**src/rtl/mc_issue_pkg.sv**
```systemverilog
package mc_issue_pkg;

    typedef enum logic [2:0] {
        UNIT_ALU  = 3'd0,
        UNIT_MEM  = 3'd1,
        UNIT_FADD = 3'd2,
        UNIT_FMUL = 3'd3,
        UNIT_FDIV = 3'd4
    } unit_e;

    localparam int TAG_W = 6;
    localparam int NREG  = 1 << TAG_W;

    function automatic int max2(input int a, input int b);
        return (a > b) ? a : b;
    endfunction

endpackage

```
**src/rtl/mc_wport_slots.sv**
```systemverilog
module mc_wport_slots #(
    parameter int LEN   = 26,
    parameter int LAT_W = 5
) (
    input  logic             clk,
    input  logic             rst_n,
    input  logic             commit,
    input  logic             wr_en,
    input  logic [LAT_W-1:0] lat,
    output logic             taken
);

    typedef struct packed {
        logic [LEN-1:0] slots;
    } slot_st_t;

    slot_st_t st_d, st_q;

    always_comb begin
        st_d       = st_q;
        st_d.slots = st_q.slots >> 1;
        if (commit && wr_en) begin
            st_d.slots[lat - 1'b1] = 1'b1;
        end
    end

    always_ff @(posedge clk) begin
        if (!rst_n) st_q <= '0;
        else        st_q <= st_d;
    end

    assign taken = st_q.slots[lat];

    AST_WPORT_FREE: assert property (@(posedge clk) disable iff (!rst_n)
        (commit && wr_en) |-> !st_q.slots[lat]);

endmodule

```
**src/rtl/mc_dst_board.sv**
```systemverilog
module mc_dst_board #(
    parameter int NREG  = 64,
    parameter int TAG_W = 6,
    parameter int CNT_W = 5
) (
    input  logic             clk,
    input  logic             rst_n,
    input  logic             commit,
    input  logic [TAG_W-1:0] src_a,
    input  logic [TAG_W-1:0] src_b,
    input  logic [1:0]       src_en,
    input  logic [TAG_W-1:0] dst,
    input  logic             dst_en,
    input  logic [CNT_W-1:0] lat,
    output logic             raw_hit,
    output logic             waw_hit
);

    typedef struct packed {
        logic [NREG-1:0][CNT_W-1:0] left;
    } board_st_t;

    board_st_t st_d, st_q;

    always_comb begin
        st_d = st_q;
        for (int i = 0; i < NREG; i++) begin
            st_d.left[i] = (st_q.left[i] != '0) ? st_q.left[i] - 1'b1 : '0;
        end
        if (commit && dst_en) begin
            st_d.left[dst] = lat - 1'b1;
        end
    end

    always_ff @(posedge clk) begin
        if (!rst_n) st_q <= '0;
        else        st_q <= st_d;
    end

    assign raw_hit = (src_en[0] && (st_q.left[src_a] != '0)) ||
                     (src_en[1] && (st_q.left[src_b] != '0));
    assign waw_hit = dst_en && (st_q.left[dst] >= lat);

    AST_SRC_READY_A: assert property (@(posedge clk) disable iff (!rst_n)
        (commit && src_en[0]) |-> (st_q.left[src_a] == '0));
    AST_SRC_READY_B: assert property (@(posedge clk) disable iff (!rst_n)
        (commit && src_en[1]) |-> (st_q.left[src_b] == '0));
    AST_WAW_ORDER: assert property (@(posedge clk) disable iff (!rst_n)
        (commit && dst_en) |-> (st_q.left[dst] < lat));

endmodule

```
**src/rtl/mc_div_gate.sv**
```systemverilog
module mc_div_gate #(
    parameter int II = 25,
    parameter int W  = 5
) (
    input  logic clk,
    input  logic rst_n,
    input  logic commit_div,
    output logic busy
);

    typedef struct packed {
        logic [W-1:0] wait_cnt;
    } div_st_t;

    div_st_t st_d, st_q;

    always_comb begin
        st_d = st_q;
        if (commit_div)                 st_d.wait_cnt = W'(II - 1);
        else if (st_q.wait_cnt != '0)   st_d.wait_cnt = st_q.wait_cnt - 1'b1;
    end

    always_ff @(posedge clk) begin
        if (!rst_n) st_q <= '0;
        else        st_q <= st_d;
    end

    assign busy = (st_q.wait_cnt != '0);

    AST_DIV_IDLE_AT_START: assert property (@(posedge clk) disable iff (!rst_n)
        commit_div |-> (st_q.wait_cnt == '0));

endmodule

```
**src/rtl/mc_issue_guard.sv**
```systemverilog
module mc_issue_guard
    import mc_issue_pkg::*;
#(
    parameter int LAT_ALU  = 1,
    parameter int LAT_MEM  = 2,
    parameter int LAT_FADD = 4,
    parameter int LAT_FMUL = 7,
    parameter int LAT_FDIV = 25,
    parameter int DIV_II   = 25
) (
    input  logic             clk,
    input  logic             rst_n,
    input  logic             id_valid,
    input  logic [2:0]       id_unit,
    input  logic [TAG_W-1:0] id_src_a,
    input  logic [TAG_W-1:0] id_src_b,
    input  logic [1:0]       id_src_en,
    input  logic [TAG_W-1:0] id_dst,
    input  logic             id_dst_en,
    output logic             id_issue,
    output logic             id_stall
);

    localparam int MAX_LAT  = max2(max2(max2(LAT_ALU, LAT_MEM), max2(LAT_FADD, LAT_FMUL)), LAT_FDIV);
    localparam int SLOT_LEN = MAX_LAT + 1;
    localparam int LAT_W    = $clog2(SLOT_LEN);
    localparam int DIV_W    = $clog2(DIV_II + 1);

    logic [LAT_W-1:0] lat;
    logic             is_div;
    logic             port_taken, port_hit, raw_hit, waw_hit, div_busy, hazard;

    always_comb begin
        is_div = 1'b0;
        case (id_unit)
            UNIT_MEM:  lat = LAT_W'(LAT_MEM);
            UNIT_FADD: lat = LAT_W'(LAT_FADD);
            UNIT_FMUL: lat = LAT_W'(LAT_FMUL);
            UNIT_FDIV: begin
                lat    = LAT_W'(LAT_FDIV);
                is_div = 1'b1;
            end
            default:   lat = LAT_W'(LAT_ALU);
        endcase
    end

    assign port_hit = id_dst_en && port_taken;
    assign hazard   = port_hit || raw_hit || waw_hit || (is_div && div_busy);
    assign id_issue = id_valid && !hazard;
    assign id_stall = id_valid && hazard;

    mc_wport_slots #(.LEN(SLOT_LEN), .LAT_W(LAT_W)) u_slots (
        .clk    (clk),
        .rst_n  (rst_n),
        .commit (id_issue),
        .wr_en  (id_dst_en),
        .lat    (lat),
        .taken  (port_taken)
    );

    mc_dst_board #(.NREG(NREG), .TAG_W(TAG_W), .CNT_W(LAT_W)) u_board (
        .clk     (clk),
        .rst_n   (rst_n),
        .commit  (id_issue),
        .src_a   (id_src_a),
        .src_b   (id_src_b),
        .src_en  (id_src_en),
        .dst     (id_dst),
        .dst_en  (id_dst_en),
        .lat     (lat),
        .raw_hit (raw_hit),
        .waw_hit (waw_hit)
    );

    mc_div_gate #(.II(DIV_II), .W(DIV_W)) u_div (
        .clk        (clk),
        .rst_n      (rst_n),
        .commit_div (id_issue && is_div),
        .busy       (div_busy)
    );

    AST_ISSUE_STALL_SPLIT: assert property (@(posedge clk) disable iff (!rst_n)
        (id_issue != id_stall) == id_valid);
    AST_NO_DIV_BACK_TO_BACK: assert property (@(posedge clk) disable iff (!rst_n)
        (id_issue && id_unit == UNIT_FDIV) |=> !(id_issue && id_unit == UNIT_FDIV));

endmodule

```
**config.mk**
```make
export PLATFORM = sky130hd
export DESIGN_NAME = mc_issue_guard
export DESIGN_NICKNAME = d
export VERILOG_FILES = /design/src/rtl/mc_issue_pkg.sv /design/src/rtl/mc_wport_slots.sv /design/src/rtl/mc_dst_board.sv /design/src/rtl/mc_div_gate.sv /design/src/rtl/mc_issue_guard.sv
export SDC_FILE = /design/constraint.sdc
export NUM_CORES = 1
export LEC_CHECK = 0
export BUFFER_PORTS_ARGS = -buffer_cell sky130_fd_sc_hd__buf_4
export CAP_MARGIN = 20
export CORE_UTILIZATION = 40
export CTS_CLUSTER_DIAMETER = 30
export DETAILED_ROUTE_END_ITERATION = 6
export PLACE_DENSITY = 0.66
export SYNTH_ARGS = -nofsm -noshare
export SYNTH_HDL_FRONTEND = slang
export SYNTH_SLANG_ARGS = --single-unit
export TNS_END_PERCENT = 5
```
**constraint.sdc**
```tcl
create_clock -name clk -period 6.15 [get_ports clk]
set_input_delay 1.23 -clock clk [delete_from_list [all_inputs] [get_ports clk]]
set_output_delay 1.23 -clock clk [all_outputs]
set_load 0.01 [all_outputs]
```
Word-level counts from Yosys, hierarchy flattened. Cells that the tools add are included.

Muxes and demuxes: 83. Bitwise operators: 2. Add/subtract/negate cells: 66. Reduce and logical (&&, ||, !) cells: 86. Eq/ne operators: 4. $lt $le $gt $ge: 8.

Operators with widths (count): two-way mux 5 bit (70); nonzero test 5 bit (67); subtractor 5 x 1 -> 5 bit, second input constant (66); bitwise mux 320 bit (1); two-way mux 320 bit (1); binary-select mux 5 bit (select 6 bit) (3); demux 5 bit (select 6 bit) (1); bitwise OR 25 x 26 -> 26 bit (1); two-way mux 25 bit (1); < comparator 6 x 7 -> 1 bit, second input constant (3); case mux 5 bit (4 select lines) (1); < comparator 5 x 6 -> 1 bit, second input constant (2); logical AND 1 bit (11); equality test 3 x 2 -> 1 bit, second input constant (2); greater-or-equal comparator 6 x 1 -> 1 bit, second input constant (1); binary-select mux 1 bit (select 5 bit) (1); demux 1 bit (select 5 bit) (1); greater-or-equal comparator 5 x 1 -> 1 bit, second input constant (1); greater-or-equal comparator 5 bit (1); logical OR 1 bit (4); equality test 3 x 1 -> 1 bit, second input constant (1); equality test 3 bit, second input constant (1); two-way mux 1 bit (3); AND reduction 2 bit (1); other kinds (4) (4).

Register bits after elaboration: 351. Bits of input ports: 27. Output and inout port bits: 2. Word-level logic and storage cells: 317.

Depth between registers and ports, before layout. Gate-level depths: netlist of the first run.

Depth in word-level cells: 12. Mapped depth: 22. Mapped depth without buffers: 17.

Hierarchy. A second synthesis of the first run with hierarchy kept.

Cell total of the unflattened synthesis: 2926. Area total of the unflattened synthesis: 22517.8 um^2.

By module, submodules not included: mc_dst_board (seq. area each 6406.1 um^2, cells an instance 2763, instances 1, area each 20930.1 um^2); mc_wport_slots (seq. area each 520.5 um^2, cells an instance 126, instances 1, area each 1243.7 um^2); mc_div_gate (seq. area each 100.1 um^2, cells an instance 26, instances 1, area each 245.2 um^2); mc_issue_guard (seq. area each 0.0 um^2, cells an instance 11, instances 1, area each 98.8 um^2).

Worst setup path before layout of the first run. Ideal clock, no wire load.

Path kind: input to output. Start: input id_dst[2]. End: output id_issue. Path slack: 0.473 ns. Arrival: 4.447 ns. Stages: 17. Data required time: 4.920 ns. Buffers on the path: 3. Cells stage by stage: clkbuf_1 > nor3b_1 > clkbuf_1 > buf_2 > a22oi_1 > nand4_1 > a31oi_1 > nor2_1 > a211oi_1 > ha_1 > nand2b_1 > a21o_1 > a21o_1 > a21oi_1 > o211ai_1 > nor3_1 > and3_1.

Word-level cells in the longest chain between the ends: 8.

Ends and longest elaborated chain: start, declared (line mc_issue_guard.sv:18) `input logic [TAG_W-1:0] id_dst,`; binary-select mux 5 bit (select 6 bit) (line mc_dst_board.sv:42) `assign waw_hit = dst_en && (st_q.left[dst] >= lat);`; two-way mux 5 bit (implied by the code) (line mc_dst_board.sv:42); greater-or-equal comparator 5 bit (line mc_dst_board.sv:42); logical AND 1 bit (line mc_dst_board.sv:42); logical OR 1 bit (2 in a row) (line mc_issue_guard.sv:48) `assign hazard = port_hit || raw_hit || waw_hit || (is_div && div_busy);`; logical NOT 1 bit (line mc_issue_guard.sv:49) `assign id_issue = id_valid && !hazard;`; logical AND 1 bit (line mc_issue_guard.sv:49); end, declared (line mc_issue_guard.sv:20) `output logic id_issue,`.

No other way between the ends. The select of a mux whose other input is x is not followed.

Worst setup path in the final report of the first run.
Start: input id_dst[0]. End: output id_issue.

Same word-level chain as after synthesis.

==> results of run 1 <==
-- worst max-delay path, cell delays in order --
cell and delay [ns]:
buf_4 0.16, nor3b_4 0.40, buf_12 0.29, a22oi_1 0.17, a311oi_2 0.39, a31oi_1 0.11, nor2_1 0.19, a211oi_1 0.08
ha_1 0.29, nand2b_1 0.15, a21o_1 0.22, a21o_1 0.19, a21oi_1 0.15, o211ai_1 0.14, nor3_2 0.23, and3_1 0.20
buf_4 0.12
-- sequential cells by signal, summed over array words and instances, names as in the netlist --
signal        flops
u_board.st_q    320
u_div.st_q        5
u_slots.st_q     25
-- layer usage --
metal,vias up,GRT usage (%)
met5,-,0
met4,2,12.7
met3,219,5.74
met2,1184,40.5
met1,10100,34.9
li1,9556,-
-- cell type report --
cell class / count / share of cell area [%]
clock inverter: 40 / 2.09
inverter: 148 / 2.08
sequential: 350 / 26.2
timing repair buffer: 104 / 3.67
multi-input combinational: 1913 / 52.6
clock buffer: 123 / 9.82
tap: 748 / 3.51
-- what timing repair did --
| item | CTS | global route |
|---|---|---|
| endpoints found under the hold margin | 0 | 0 |
| setup buffers | 0 | 4 |
| resized for setup | 2 | 5 |
| pin swaps | 0 | 3 |
| endpoints found under the setup margin | 2 | 2 |
-- final timing paths --
kind | startpoint | end | slack, ns | cells after the start
setup / recovery | id_dst[0] | id_issue | 0.18 | 17
setup reg to reg | u_board.st_q[250]$_SDFF_PN0_ | u_board.st_q[135]$_SDFF_PN0_ | 1.48 | 18
hold / removal | u_slots.st_q[11]$_SDFF_PN0_ | u_slots.st_q[10]$_SDFF_PN0_ | 0.42 | 1
hold reg to reg | u_slots.st_q[11]$_SDFF_PN0_ | u_slots.st_q[10]$_SDFF_PN0_ | 0.42 | 1
-- kinds of logic after synthesis --
family / after synthesis / synth area share, %
AO/OA/AOI/OAI: 589 / 18.3
XOR/XNOR: 105 / 4.12
adder cells (fa/ha/maj): 75 / 4.21
buffers and inverters: 326 / 6.11
flip-flops: 350 / 31.4
multiplexers: 279 / 14.4
AND/OR/NAND/NOR: 865 / 21.5
-- placed cells by master (no fill, tap or decap), drive strengths merged, types with 7 or more instances in the layout --
cell type	instances
a211oi	17
a21o	7
a21oi	36
a221oi	27
a22o	24
a22oi	126
a31oi	15
and2	18
and3	26
buf	104
bufinv	12
clkbuf	123
clkinv	13
clkinvlp	13
dfxtp	350
ha	75
inv	150
mux2	131
mux2i	134
mux4	14
nand2	116
nand2b	80
nand3	104
nand4	41
nor2	277
nor2b	16
nor3	109
nor4	33
nor4b	9
o2111ai	28
o211ai	17
o21a	8
o21ai	169
o21bai	12
o31a	13
o31ai	42
or3	11
or4	10
xnor2	40
xor2	65
-- cell usage after synthesis (17+ instances only) --
cell type    n  area share [%]
a221oi_1    26             1.0
o2111ai_1   28             1.1
buf_2       38            0.85
nand4_1     41             1.2
nand3_2     21            0.94
ha_1        75             4.2
mux2_2      69             3.5
dfxtp_1    350              31
mux2_4      21             1.4
nand3_1     49             1.1
a21oi_1     36            0.81
nand3_4     34             2.7
nor2_1     277             4.7
and3_1      26            0.73
and2_1      18            0.50
nand2_1    116             2.0
xnor2_1     40             1.6
nor3_1     109             2.4
nor4_1      33            0.93
o211ai_1    17            0.57
mux2_1      41             2.1
a22o_1      24            0.94
o31ai_1     42             1.4
o21ai_0    164             3.7
xor2_1      65             2.6
clkbuf_1   115             1.9
a22oi_1    126             4.2
mux2i_1    134             6.0
nand2b_1    80             2.2
inv_1      148             2.5
-- power groups by stage --
stage          combinational [uW]  sequential (uW)  clock (uW)
2_1_floorplan                3500             3560           0
6_report                     4490             3940        4910
3_5_place_dp                 4370             3920           0
3_3_place_gp                 4190             3900           0
5_1_grt                      5010             4010        5080
4_1_cts                      4440             3890        4960
-- stage by stage --
stage	worst slack [ns]	power, uW	utilization, %	std cells
finish	0.183	13300	48.5	3426
global route	0.00452	14100	48.5	3426
CTS	0.0439	13300	48.3	3422
detailed placement	-0.118	8290	42.5	3259
global placement	-0.0591	8090	42.5	3259
floorplan	0.473	7050	-	2589
==> flow_summary.yaml, run 1 <==
status:
  status: "complete, no violations"
logic_synthesis:
  syn_nets: 2691
  synth_flop_cell: "dfxtp_1"
  async_flop_share_pct: 0
  synth_edf_count: 0
  seq_area_frac_synth_pct: 31.4
  synth_cells: 2589
  ys_seq_elements: 350
  syn-cell-area_um2: 22300
  syn_avg_cell_area_um2: 8.61
  synthDistinctLibCells: 78
  yosysWarnings: 0
power:
  p_clk_share_pct: 36.8
  p_int_uw: 8470
  swShare_pct: 36.6
  peakVddDrop_uv: 270
  seq_power_share_pct: 29.6
  p_per_area_nw_per_um2: 500
  leakagePower_uw: 0.0108
  comb_power_share_pct: 33.6
  p_switching_uw: 4880
route:
  wl_met2_um: 33500
  vias: 21100
  wl_met3_um: 7880
  vias_per_cell: 6.16
  drt_iter0_markers: 2655
  maxUsedRoutingLayer: "met5"
  drt-met1-wl_um: 31600
  remaining_drc_errors: 0
  finalWirelength_um: 75800
  drtAntennaViolNets: 0
  drt_first_pass_iters: 7
  wl_per_cell_um: 22.1
timing:
  finalHoldViolCount: 0
  rsz0062_at_grt: "false"
  fin_crit_sh_pct: 97.0
  skew_ns: 0.0304
  maxSlewHeadroom_pct: 27.3
  tns_ns: 0
  fmax_ghz: 0.168
  period_needed_ns: 5.97
  setup_viol: 0
  worst_pin_slew_ns: 1.09
  slew_violations: 0
  hold_slack_ns: 0.419
placement:
  place_area_um2: 23400
  gp_congestion: 0.975
  port_buffers: 28
  dp_hpwl_um: 51700
final_layout:
  drive_above_1_share_pct: 16.4
  multi_input_area_um2: 14000
  syn2layout_area_growth_pct: 19.7
  fin_area_um2: 26700
  diodes: 0
  regArea_um2: 7010
  nNetsFinal: 2707
  fillers: 5098
floorplan:
  die_h_um: 238
  die_x_um: 238
  ios: 29
  start_util_pct: 40.5
  core-area_um2: 55100
  rows: 86
  dieArea_um2: 56700
cts:
  cts.sinks: 350
  clkLatencyLatePin_ns: 0.62
  root_buffer: "clkbuf_16"
  cts_tree: "yes"
  cts_made_buffers: 88
  clk_pin_slew_ns: 0.05
  clk_path_buf_depth: 3
  hold_buffers: 0
  h-tree-depth: 3
min_path:
  hold_path.class: "flip-flop to flip-flop"
grt:
  grt_max_degree: 103
  antenna_found_initial: 1
  grt_pass1_vias: 20600
  track_usage_pct: 26.3
  grt_pass1_wl_um: 118000
  grt-ovfl-total: 0
job:
  maxCapViolCount: 0
setup_path:
  crit_fanout: 31
  end_kind: "primary output"
  crit_required_ns: 4.92
  critical_path_class: "input pin to primary output"
  cp.arrival_ns: 4.74
  crit_path_start_kind: "input pin"
(Power assumes the default switching activity.)
==> run 2, diff against run 1 <==
MAX_ROUTING_LAYER = met4   (was not set)
==> run 2 against run 1 <==
Effect of this change: critical path depth increased by 1; sequential cell count unchanged; count of clock-buffer cells in the layout decreased by 13; global-route usage increased by 1.1 points; register-to-register slack improved by 0.06 ns; clock power increased by 4.9%; combinational power about the same; cell count about the same; first-iteration DRC count increased by 4.1%; total power increased by 2.2%; largest cell class unchanged; sequential power increased by 1%; fmax decreased by 1.4%.
==> flow_summary.yaml, run 2 (synthesis results as in run 1) <==
status:
  status: "complete, no violations"
route:
  vias: 21400
  drt_first_pass_iters: 6
  remaining_drc_errors: 0
  drtAntennaViolNets: 0
  drt_iter0_markers: 2763
  finalWirelength_um: 76700
  vias_per_cell: 6.25
  wl_per_cell_um: 22.4
setup_path:
  crit_fanout: 29
  crit_path_start_kind: "input pin"
  end_kind: "primary output"
  crit_required_ns: 4.92
  cp.arrival_ns: 4.82
  critical_path_class: "input pin to primary output"
timing:
  skew_ns: 0.0245
  hold_slack_ns: 0.425
  fmax_ghz: 0.165
  tns_ns: 0
  period_needed_ns: 6.05
  worst_pin_slew_ns: 1.11
  fin_crit_sh_pct: 98.4
  finalHoldViolCount: 0
  setup_viol: 0
  maxSlewHeadroom_pct: 25.9
  slew_violations: 0
  rsz0062_at_grt: "false"
placement:
  gp_congestion: 0.988
  port_buffers: 28
  dp_hpwl_um: 51900
  place_inst: 3255
grt:
  use_met1_pct: 34.9
  grt_pass1_wl_um: 119000
  gr-usage-met2_pct: 40.9
  track_usage_pct: 27.5
  grt_max_degree: 79
  antenna_found_initial: 0
  busiest_layer: "met2"
  grt-ovfl-total: 0
  grt_util_met3_pct: 6.24
  grt_pass1_vias: 20700
final_layout:
  regMostFlops: "u_board.st_q"
  largest_reg_flops: 320
  layout_common_cells: "350 x dfxtp_1, 275 x nor2_1, 164 x o21ai_0"
  syn2layout_area_growth_pct: 20.0
  drive_above_1_share_pct: 16.5
  instances_no_fill: 3424
  fillers: 5102
  nNetsFinal: 2702
  layout_commonest_cell: "dfxtp_1"
  top_regs: "u_board.st_q x320, u_slots.st_q x25, u_div.st_q x5"
cts:
  cts_tree: "yes"
  h-tree-depth: 3
  cts_made_buffers: 91
  root_buffer: "clkbuf_16"
  postCtsSetupRepairBufs: 0
  clkLatencyLatePin_ns: 0.64
  clk_path_buf_depth: 3
  cts.sinks: 350
  clk_pin_slew_ns: 0.05
floorplan:
  die_x_um: 238
  core-area_um2: 55100
  start_util_pct: 40.5
  ios: 29
  dieArea_um2: 56700
  die_h_um: 238
  rows: 86
power:
  leakagePower_uw: 0.0108
  comb_power_share_pct: 33.0
  p_total_uw: 13600
  p_int_uw: 8600
  p_clk_share_pct: 37.8
  p_per_area_nw_per_um2: 510
  seq_power_share_pct: 29.3
  peakVddDrop_uv: 300
  swShare_pct: 36.9
  p_switching_uw: 5030
min_path:
  hold_path.class: "flip-flop to flip-flop"
job:
  maxCapViolCount: 0
## run 2: power groups by stage
stage	clock, uW	combinational (uW)	sequential, uW
detailed placement	0	4370	3950
floorplan	0	3500	3560
CTS	5200	4430	3920
global placement	0	4170	3940
finish	5150	4490	3990
global route	5330	5030	4050
## run 2: metal layers
layer | vias to the layer above | wire length (um)
li1 | 9535 | -
met3 | 311 | 8370
met5 | - | 0
met1 | 10200 | 31500
met4 | 0 | 3620
met2 | 1319 | 33200
## run 2: per-stage QoR
step / worst slack (ns) / utilization (%) / instance area [um2]
after floorplan: 0.473 / - / 22300
after global placement: 0.121 / 42.5 / 23400
after detailed placement: 0.111 / 42.5 / 23400
after CTS: 0.0965 / 48.5 / 26700
after global routing: 0.0153 / 48.6 / 26800
final: 0.0985 / 48.6 / 26800
## run 2: final timing paths
| check | startpoint | to | slack [ns] | cells past startpoint |
|---|---|---|---|---|
| worst max-delay path | id_dst[0] | id_issue | 0.1 | 18 |
| worst min-delay path | u_slots.st_q[18]$_SDFF_PN0_ | u_slots.st_q[17]$_SDFF_PN0_ | 0.42 | 1 |
| worst max register to register | u_board.st_q[250]$_SDFF_PN0_ | u_board.st_q[135]$_SDFF_PN0_ | 1.54 | 18 |
| worst min register to register | u_slots.st_q[18]$_SDFF_PN0_ | u_slots.st_q[17]$_SDFF_PN0_ | 0.42 | 1 |
## run 2: critical path, stage by stage
cell and delay, ns:
buf_4 0.15, nor3b_2 0.26, buf_12 0.27, buf_4 0.26, a22oi_1 0.11, nand4_1 0.15, nor2_1 0.05, a311oi_1 0.53
a21oi_1 0.07, o21ai_0 0.20, ha_1 0.26, a21o_1 0.20, a21o_1 0.19, a21oi_1 0.15, o211ai_1 0.15, nor3_2 0.26
and3_1 0.20, buf_4 0.12
## run 2: layout make-up
type / instances / area, um2 / share of cell area [%]
Clock inverter: 58 / 867 / 3.24
Tap cell: 748 / 936 / 3.50
Clock buffer: 110 / 2450 / 9.15
Inverter: 148 / 556 / 2.08
Multi-Input combinational cell: 1913 / 14000 / 52.4
Sequential cell: 350 / 7010 / 26.2
Antenna cell: 1 / 2.50 / 0.00935
Timing Repair Buffer: 96 / 921 / 3.44
## run 2: timing repair
item | in CTS | in global routing
resized for setup | 0 | 4
hold buffers | 0 | 0
setup endpoints to repair | 0 | 2
